===== config.mk =====
export PLATFORM = sky130hd
export DESIGN_NAME = cdb_result_arbiter
export DESIGN_NICKNAME = d
export VERILOG_FILES = /design/src/rtl/cdb_arb_pkg.sv /design/src/rtl/cdb_rank_pick.sv /design/src/rtl/cdb_bus_stage.sv /design/src/rtl/cdb_result_arbiter.sv
export SDC_FILE = /design/constraint.sdc
export NUM_CORES = 1
export LEC_CHECK = 0
export BUFFER_PORTS_ARGS = -buffer_cell sky130_fd_sc_hd__buf_2
export CAP_MARGIN = 20
export CORE_UTILIZATION = 42
export DETAILED_ROUTE_END_ITERATION = 8
export PLACE_DENSITY = 0.9
export RECOVER_POWER = 25
export SYNTH_ARGS = -nofsm -noshare
export SYNTH_HDL_FRONTEND = slang
export SYNTH_SLANG_ARGS = --single-unit

===== constraint.sdc =====
create_clock -name clk -period 9.47 [get_ports clk]
set_clock_uncertainty 0.1 [all_clocks]
set_input_delay 0.4735 -clock clk [delete_from_list [all_inputs] [get_ports clk]]
set_output_delay 0.4735 -clock clk [all_outputs]
set_load 0.05 [all_outputs]

===== src/rtl/cdb_arb_pkg.sv =====
package cdb_arb_pkg;

    localparam int OP_W = 3;

    // Operation kinds; the numeric code doubles as the priority rank.
    typedef enum logic [OP_W-1:0] {
        OP_ADD   = 3'd0,
        OP_SUB   = 3'd1,
        OP_MUL   = 3'd2,
        OP_DIV   = 3'd3,
        OP_STORE = 3'd4,
        OP_LOAD  = 3'd5
    } op_kind_e;

    // Rank of an operation code; undefined codes fall to the lowest rank.
    function automatic logic [OP_W-1:0] op_rank(input logic [OP_W-1:0] code);
        return (code > OP_LOAD) ? OP_ADD : code;
    endfunction

endpackage


===== src/rtl/cdb_rank_pick.sv =====
module cdb_rank_pick
    import cdb_arb_pkg::*;
#(
    parameter int N_SRC = 6,
    localparam int IDX_W = (N_SRC > 1) ? $clog2(N_SRC) : 1
) (
    input  logic [N_SRC-1:0]      req_valid,
    input  logic [N_SRC*OP_W-1:0] req_op,
    output logic [N_SRC-1:0]      grant,
    output logic                  win_any,
    output logic [IDX_W-1:0]      win_idx
);

    logic [OP_W-1:0] rank [N_SRC];

    for (genvar g = 0; g < N_SRC; g++) begin : g_rank
        assign rank[g] = op_rank(req_op[g*OP_W +: OP_W]);
    end

    // Scan from the highest index down; ">=" lets a lower index take ties.
    always_comb begin
        logic [OP_W-1:0] best;
        best    = '0;
        win_any = 1'b0;
        win_idx = '0;
        for (int i = N_SRC - 1; i >= 0; i--) begin
            if (req_valid[i] && (!win_any || rank[i] >= best)) begin
                win_any = 1'b1;
                best    = rank[i];
                win_idx = IDX_W'(i);
            end
        end
    end

    always_comb begin
        grant = '0;
        if (win_any) begin
            grant[win_idx] = 1'b1;
        end
    end

endmodule


===== src/rtl/cdb_bus_stage.sv =====
module cdb_bus_stage #(
    parameter int N_SRC  = 6,
    parameter int TAG_W  = 4,
    parameter int DATA_W = 16,
    localparam int IDX_W = (N_SRC > 1) ? $clog2(N_SRC) : 1
) (
    input  logic                     clk,
    input  logic                     rst,
    input  logic                     win_any,
    input  logic [IDX_W-1:0]         win_idx,
    input  logic [N_SRC*TAG_W-1:0]   req_tag,
    input  logic [N_SRC*DATA_W-1:0]  req_value,
    output logic                     bus_valid,
    output logic [TAG_W-1:0]         bus_tag,
    output logic [DATA_W-1:0]        bus_value
);

    logic [TAG_W-1:0]  sel_tag;
    logic [DATA_W-1:0] sel_value;

    always_comb begin
        sel_tag   = '0;
        sel_value = '0;
        for (int i = 0; i < N_SRC; i++) begin
            if (win_any && win_idx == IDX_W'(i)) begin
                sel_tag   = req_tag[i*TAG_W +: TAG_W];
                sel_value = req_value[i*DATA_W +: DATA_W];
            end
        end
    end

    always_ff @(posedge clk) begin
        if (rst) begin
            bus_valid <= 1'b0;
            bus_tag   <= '0;
            bus_value <= '0;
        end else begin
            bus_valid <= win_any;
            bus_tag   <= sel_tag;
            bus_value <= sel_value;
        end
    end

endmodule


===== src/rtl/cdb_result_arbiter.sv =====
module cdb_result_arbiter
    import cdb_arb_pkg::*;
#(
    parameter int N_SRC  = 6,
    parameter int TAG_W  = 4,
    parameter int DATA_W = 16
) (
    input  logic                     clk,
    input  logic                     rst,
    input  logic [N_SRC-1:0]         req_valid,
    input  logic [N_SRC*OP_W-1:0]    req_op,
    input  logic [N_SRC*TAG_W-1:0]   req_tag,
    input  logic [N_SRC*DATA_W-1:0]  req_value,
    output logic [N_SRC-1:0]         grant,
    output logic                     bus_valid,
    output logic [TAG_W-1:0]         bus_tag,
    output logic [DATA_W-1:0]        bus_value
);

    localparam int IDX_W = (N_SRC > 1) ? $clog2(N_SRC) : 1;

    logic             win_any;
    logic [IDX_W-1:0] win_idx;

    cdb_rank_pick #(.N_SRC(N_SRC)) pick_i (
        .req_valid (req_valid),
        .req_op    (req_op),
        .grant     (grant),
        .win_any   (win_any),
        .win_idx   (win_idx)
    );

    cdb_bus_stage #(.N_SRC(N_SRC), .TAG_W(TAG_W), .DATA_W(DATA_W)) bus_i (
        .clk       (clk),
        .rst       (rst),
        .win_any   (win_any),
        .win_idx   (win_idx),
        .req_tag   (req_tag),
        .req_value (req_value),
        .bus_valid (bus_valid),
        .bus_tag   (bus_tag),
        .bus_value (bus_value)
    );

endmodule


Yosys cells after proc, flatten, opt, wreduce, memory -nomap -nowiden
Index checks and enable logic that the tools add are counted.
Widths: inputs -> output; s select.
- register bits: 21
- output and inout port bits: 27
- word-level logic and storage cells: 82
- $lt $le $gt $ge: 13
- eq/ne operators: 5
- multiplexer cells: 38
- reductions and logical operators: 23
- operators by type and width (cell ; number):
    $mux 16 ; 6
    $mux 3 ; 17
    $mux 4 ; 6
    $gt 3x3->1 const B ; 6
    $ge 3x3->1 ; 5
    $logic_and 1x1->1 ; 12
    $mux 1 ; 7
    $eq 3x2->1 const B ; 2
    $eq 3x3->1 const B ; 2
    $mux 6 ; 1
    $logic_not 1->1 ; 5
    $logic_or 1x1->1 ; 5
    $lt 3x4->1 const B ; 1
    $demux 1 s3 ; 1
    $eq 3x1->1 const B ; 1
    $ge 3x1->1 const B ; 1
    $logic_not 3->1 ; 1

Logic depth before layout (Yosys ltp)
Gate-level depths: netlist of run 1.
- depth after elaboration: 31
- mapped depth: 37
- mapped depth without buffers: 34

Modules after synthesis
Synthesis of run 1 repeated with hierarchy kept, for this count alone.
- cell total of the unflattened synthesis: 282
- area, all modules: 2366.0 um^2
- by module, submodules not included (module ; instances ; cells each ; area an instance (um^2) ; sequential area each (um^2)):
    cdb_bus_stage ; 1 ; 166 ; 1493.9 ; 420.4
    cdb_rank_pick ; 1 ; 116 ; 872.1 ; 0.0

Worst setup path before layout of run 1
No wires, ideal clock.
- kind: input -> output
- from: input req_valid[5]
- to: output grant[1]
- arrival: 7085 ps
- slack: 1812 ps
- stages: 33
- cell sequence: buf_6 -> nand2_1 -> a21oi_1 -> ha_1 -> nand2b_1 -> a211o_4 -> a21oi_1 -> nor2_1 -> ha_1 -> a21oi_1 -> o211ai_2 -> and2_1 -> o21ai_0 -> inv_1 -> ha_1 -> or3b_1 -> a211oi_2 -> nand2b_1 -> buf_6 -> nor2_1 -> a21o_1 -> ha_1 -> o211ai_1 -> nor2_1 -> or3_1 -> o221ai_1 -> ha_1 -> nand2b_1 -> a21o_1 -> a21oi_4 -> inv_2 -> buf_4 -> nor2_1
- word-level cells in the longest chain between the ends: 26
- elaborated cells between the ends (all ways): 43
- ends and longest elaborated chain (item ; line ; source):
    start: declaration ; cdb_result_arbiter.sv:10 ; input logic [N_SRC-1:0] req_valid,
    $mux 3 or $mux 1 (tied branches) ; cdb_rank_pick.sv:27 ; if (req_valid[i] && (!win_any || rank[i] >= best)) begin
    $ge 3x3->1 or $logic_not 1->1 (tied branches) ; cdb_rank_pick.sv:27 ;
    $logic_or 1x1->1 ; cdb_rank_pick.sv:27 ;
    $logic_and 1x1->1 ; cdb_rank_pick.sv:27 ;
    $mux 3 or $mux 1 (tied branches) ; cdb_rank_pick.sv:27 ;
    $ge 3x3->1 or $logic_not 1->1 (tied branches) ; cdb_rank_pick.sv:27 ;
    $logic_or 1x1->1 ; cdb_rank_pick.sv:27 ;
    $logic_and 1x1->1 ; cdb_rank_pick.sv:27 ;
    [... 10 more ...] ; - ;
    $logic_or 1x1->1 ; cdb_rank_pick.sv:27 ;
    $logic_and 1x1->1 ; cdb_rank_pick.sv:27 ;
    $mux 3 ; cdb_rank_pick.sv:27 ;
    $lt 3x4->1 (implied by the code) or $ge 3x1->1 (tied branches) ; cdb_rank_pick.sv:38 ; grant[win_idx] = 1'b1;
    $logic_and 1x1->1 (implied by the code) ; cdb_rank_pick.sv:38 ;
    $mux 1 (implied by the code) ; cdb_rank_pick.sv:38 ;
    $demux 1 s3 ; - ;
    $mux 6 (*) ; cdb_rank_pick.sv:37 ; if (win_any) begin
    end: declaration ; cdb_result_arbiter.sv:14 ; output logic [N_SRC-1:0] grant,
Every way passes the cells marked *; elsewhere a longest branch is shown, timed or not.

Worst setup path in the final report of run 1
Ends and elaborated chain as after synthesis.

==> results of run 1 <==
final timing paths:
path	slack, ps	start	cells after the start	to
setup / recovery	630	req_valid[5]	32	grant[1]
hold / removal	340	req_value[85]	3	bus_i.bus_value[5]$_SDFF_PP0_
metrics by stage:
step | std cells | worst slack (ps) | hold slack [ps] | instance area [µm²] | power [mW]
floorplan | 282 | 1812 | 451.7 | 2431 | 0.4326
global placement | 508 | 946.3 | 609.8 | 3282 | 0.5173
detailed placement | 509 | 699.8 | 616.5 | 3309 | 0.5293
CTS | 513 | 675.6 | 335.2 | 3356 | 0.5909
global route | 513 | 50.05 | 333.9 | 3336 | 0.6228
finish | 513 | 630.0 | 338.3 | 3336 | 0.5868
registers in the layout, summed over array words and instances (netlist names):
name / cells
bus_i.bus_tag: 4
bus_i.bus_valid: 1
bus_i.bus_value: 16
cells in the final DEF, fill, tap and decap left out, drive strengths merged, types with 2 or more instances in the layout:
cell / instances
buf: 165
a221oi: 34
nor2b: 24
nor2: 23
dfxtp: 21
nand2: 20
nor3: 16
ha: 15
o22a: 14
clkbuf: 14
a21oi: 13
o21ai: 10
o21a: 9
and2b: 9
nor4: 7
o32ai: 6
nand3b: 5
nand2b: 4
o31ai: 3
a211oi: 3
and3: 2
and2: 2
nand3: 2
a21o: 2
o211ai: 2
a22oi: 2
inv: 2
area by class of cell:
cell class	instances	share of cell area (%)
clock buffer	3	1.238
clock inverter	1	0.1500
inverter	2	0.2251
multi-input combinational	238	56.19
sequential	21	12.60
tap	72	2.701
timing repair buffer	176	26.89
critical path, delay by kind of cell:
kind	cells	cell delay, ps
AO/OA/AOI/OAI	12	3140
adder cells (fa/ha/maj)	5	1350
buffers and inverters	4	920
AND/OR/NAND/NOR	11	2350
power by group through the flow:
| stage | combinational, mW | sequential (mW) | clock [mW] |
|---|---|---|---|
| floorplan | 0.232 | 0.201 | 0 |
| global placement | 0.399 | 0.119 | 0 |
| detailed placement | 0.410 | 0.119 | 0 |
| CTS | 0.411 | 0.117 | 0.0629 |
| global route | 0.435 | 0.120 | 0.0680 |
| finish | 0.408 | 0.118 | 0.0611 |
metal layers:
metal / part of all wire (%) / GRT usage (%)
met1: 39 / 30.64
met2: 50 / 48.33
met3: 8.5 / 4.070
met4: 2.4 / 7.037
met5: 0 / 0
cells by family (layout without fill, tap and decap cells):
| group | after synthesis | count (layout) | share of synthesized area, % |
|---|---|---|---|
| multiplexers | 1 | 1 | 0.4118 |
| buffers and inverters | 23 | 182 | 5.712 |
| adder cells (fa/ha/maj) | 15 | 15 | 7.720 |
| AO/OA/AOI/OAI | 103 | 103 | 37.21 |
| flip-flops | 21 | 21 | 17.29 |
| AND/OR/NAND/NOR | 119 | 119 | 31.65 |
==> impl_metrics.json, run 1 <==
{
  "drt_iter0_drc": 145,
  "core_mm2": 0.005540,
  "max_freq_mhz": 113.1,
  "drc": 0,
  "p_leak_nw": 1.568,
  "start_kind": "input pin",
  "clockRootBuffer": "clkbuf_8",
  "grt_pass1_wl_um": 12570,
  "hold_violations": 0,
  "cts_tree": "done",
  "layout.area.seq_um2": 420.4,
  "rsz0062_at_grt": "false",
  "syn_nets": 443,
  "cp.arrival_ps": 8270,
  "fp.dieH_um": 78.08,
  "antenna_found_initial": 0,
  "max_cap_violations": 0,
  "via_count": 2992,
  "synth-edff-count": 0,
  "slowest_stage": "a21oi_4",
  "insertedDiodeCount": 0,
  "crit_fanout": 23,
  "seqPwrFrac_pct": 20.0,
  "synth-async-reset-ratio_pct": 0,
  "hold_buffers": 0,
  "gp_congestion": 0.8834,
  "finish.utilization_pct": 60.21,
  "synth.area.top_cells": "dfxtp_1, a221oi_1, ha_1",
  "dpl.hpwl_um": 6820,
  "wl_per_cell_um": 16.49,
  "fin_nets": 603,
  "cts_resized": 0,
  "clockBufferDepth": 2,
  "layout_min_cycle_time_ps": 8840,
  "multi_input_area_mm2": 0.001874,
  "drv_slew": 0,
  "cts_setup_buffers": 0,
  "hold_path.class": "in2reg",
  "yosys-top-cells-count": "a221oi_1, nor2b_1, nor2_1",
  "ys_ff_latch": 21,
  "cts.sinks": 21,
  "grt-ovfl-total": 0,
  "switching_power_mw": 0.3003,
  "min_period_over_period_pct": 93.35,
  "first_global_vias": 2751,
  "worst_pin_slew_ps": 841.9,
  "crit_type": "in2out",
  "design.die.area_mm2": 0.006096,
  "vias_per_cell": 5.832,
  "ys_warn_count": 0,
  "grt_usage_pct": 26.01,
  "slew_headroom_pct": 43.86,
  "start_util_pct": 43.88,
  "path_clk_slew_ps": 90,
  "synth_top_area_cell": "dfxtp_1",
  "end_kind": "output port",
  "fill_cells": 521,
  "first_pass_iters": 6,
  "finalSetupViolations": 0,
  "powerDensity_mw_per_mm2": 175.9,
  "avgSynthCellArea_um2": 8.621,
  "ys_types": 55,
  "drt_wl_total_um": 8458,
  "drtAntennaViolNets": 0,
  "numCtsBuffers": 3,
  "syn-cell-area_mm2": 0.002431,
  "crit_path_frequent_cell": "ha_1",
  "setup-tns-final_ps": 0,
  "p_comb_share_pct": 69.6,
  "synth_flop_cell": "dfxtp_1",
  "vdd_drop_max_mv": 0.1081,
  "drive_gt1_share_pct": 47.85,
  "required_ps": 8900,
  "h-tree-depth": 1,
  "status": "finished clean",
  "io_pins": 173,
  "p_sw_share_pct": 51.17,
  "yosysSeqAreaShare_pct": 17.29,
  "io_buffers": 172,
  "clockPowerShare_pct": 10.4,
  "die_w_um": 78.08,
  "grt_max_degree": 24,
  "rows": 27,
  "p_int_mw": 0.2866,
  "postSynthCellCount": 282,
  "post-synth-top-area-fraction_pct": 17.29,
  "area_growth_pct": 37.21,
  "critical-path-max-stage-delay_ps": 560
}
Power figures use the tool's default switching activity.
==> inputs of run 2 (changes only) <==
--- a/config.mk
+++ b/config.mk
@@ -7,9 +7,10 @@
 export LEC_CHECK = 0
 export BUFFER_PORTS_ARGS = -buffer_cell sky130_fd_sc_hd__buf_2
 export CAP_MARGIN = 20
-export CORE_UTILIZATION = 42
+export CORE_MARGIN = 2
+export CORE_UTILIZATION = 43
 export DETAILED_ROUTE_END_ITERATION = 8
-export PLACE_DENSITY = 0.9
+export PLACE_DENSITY = 0.92
 export RECOVER_POWER = 25
 export SYNTH_ARGS = -nofsm -noshare
 export SYNTH_HDL_FRONTEND = slang
==> constraint.sdc (replaced) <==
create_clock -name clk -period 11.1 [get_ports clk]
set_clock_uncertainty 0.1 [all_clocks]
set_input_delay 0.555 -clock clk [delete_from_list [all_inputs] [get_ports clk]]
set_output_delay 0.555 -clock clk [all_outputs]
set_load 0.05 [all_outputs]
==> impl_metrics.json, run 2 (synthesis gave the netlist of run 1 again) <==
{
  "clockBufferDepth": 2,
  "slowest_stage": "o21ai_2",
  "via_count": 2970,
  "hold_violations": 0,
  "max_freq_mhz": 105.5,
  "whs_ps": 444.2,
  "grt_usage_pct": 26.58,
  "layout_common_cells": "buf_2, nor2b_1, a221oi_1, nor2_1, dfxtp_1",
  "first_pass_iters": 4,
  "path_clk_slew_ps": 90,
  "die_w_um": 79.19,
  "hold_path.class": "in2reg",
  "insertedDiodeCount": 0,
  "worst_pin_slew_ps": 1065,
  "grt_pass1_wl_um": 13240,
  "regMostFlops": "bus_i.bus_value",
  "reg_top3": "bus_i.bus_value (16), bus_i.bus_tag (4), bus_i.bus_valid (1)",
  "end_kind": "output port",
  "crit_path_frequent_cell": "ha_1",
  "status": "finished clean",
  "io_buffers": 172,
  "cts.sinks": 21,
  "setup-tns-final_ps": 0,
  "area_growth_pct": 35.92,
  "vdd_drop_max_mv": 0.07575,
  "h-tree-depth": 1,
  "min_period_over_period_pct": 85.38,
  "required_ps": 10450,
  "slew_headroom_pct": 29.01,
  "clockRootBuffer": "clkbuf_8",
  "rsz0062_at_grt": "false",
  "crit_fanout": 24,
  "critical-path-max-stage-delay_ps": 850,
  "design.die.area_mm2": 0.006271,
  "core_mm2": 0.005473,
  "start_util_pct": 44.42,
  "io_pins": 173,
  "cts_setup_buffers": 0,
  "cp.arrival_ps": 8820,
  "fp.dieH_um": 79.19,
  "grt-ovfl-total": 0,
  "start_kind": "input pin",
  "max_cap_violations": 0,
  "numCtsBuffers": 3,
  "drtAntennaViolNets": 0,
  "drt_iter0_drc": 136,
  "gp_congestion": 0.9014,
  "drc": 0,
  "powerDensity_mw_per_mm2": 151.1,
  "hold_buffers": 0,
  "crit_type": "in2out",
  "wl_per_cell_um": 17.21,
  "first_global_vias": 2915,
  "drv_slew": 0,
  "fin_nets": 601,
  "antenna_found_initial": 0,
  "vias_per_cell": 5.812,
  "pre_cts_slack_ps": 1702,
  "rows": 27,
  "layout_min_cycle_time_ps": 9478,
  "dpl.hpwl_um": 7004,
  "p_leak_nw": 1.550,
  "worst_slack_ps": 1622,
  "final_common_cell": "buf_2",
  "largest_reg_flops": 16,
  "finalSetupViolations": 0,
  "drive_gt1_share_pct": 47.61,
  "drt_wl_total_um": 8793,
  "grt_max_degree": 25,
  "cts_tree": "done",
  "cts_resized": 0
}
[run 2: cell types whose count changed in the layout (fill, tap and decap cells not counted), sizes merged]
cell,change
buf,-2
[run 2: worst max-delay path: cells and delay by family]
kind / cells / cell delay (ps)
simple gates: 10 / 2520
compound gates: 13 / 3700
fa+ha+maj: 5 / 1370
buf+inv: 3 / 650
[run 2: final cells by class]
cell class	instances	area [µm²]
Fill cell	514	2168
Multi-Input combinational cell	238	1874
Timing Repair Buffer	174	865.8
Sequential cell	21	420.4
Tap cell	72	90.09
Clock buffer	3	41.29
Inverter	2	7.507
Clock inverter	1	5.005
[run 2: power by group]
group | internal, mW | total [mW] | leakage (nW) | switching (mW)
registers | 0.0951 | 0.101 | 0.175 | 0.00549
clock network | 0.0250 | 0.0513 | 0.0255 | 0.0263
logic | 0.121 | 0.347 | 1.35 | 0.226
total | 0.241 | 0.499 | 1.55 | 0.258
[run 2: path summary, 6_finish.rpt]
kind | startpoint | end | slack (ps) | cells past startpoint
setup / recovery | req_valid[5] | grant[5] | 1620 | 31
hold / removal | req_tag[23] | bus_i.bus_tag[3]$_SDFF_PP0_ | 440 | 3
[run 2: stage by stage]
| stage | instance area, µm² | std cells | total power, mW | util (%) |
|---|---|---|---|---|
| floorplan | 2431 | 282 | 0.3691 | - |
| global placement | 3267 | 506 | 0.4400 | 59.69 |
| detailed placement | 3267 | 506 | 0.4490 | 59.69 |
| CTS | 3313 | 510 | 0.5005 | 60.54 |
| global route | 3304 | 511 | 0.5308 | 60.38 |
| finish | 3304 | 511 | 0.4994 | 60.38 |
[run 2: routing by layer]
| metal | vias up | track usage [%] | share of wire (%) |
|---|---|---|---|
| met1 | 1389 | 31.23 | 39 |
| met3 | 16 | 4.545 | 7.6 |
| met4 | 0 | 8.793 | 1.9 |
| met5 | - | 0 | 0 |
| li1 | 1416 | - | - |
| met2 | 149 | 48.56 | 51 |
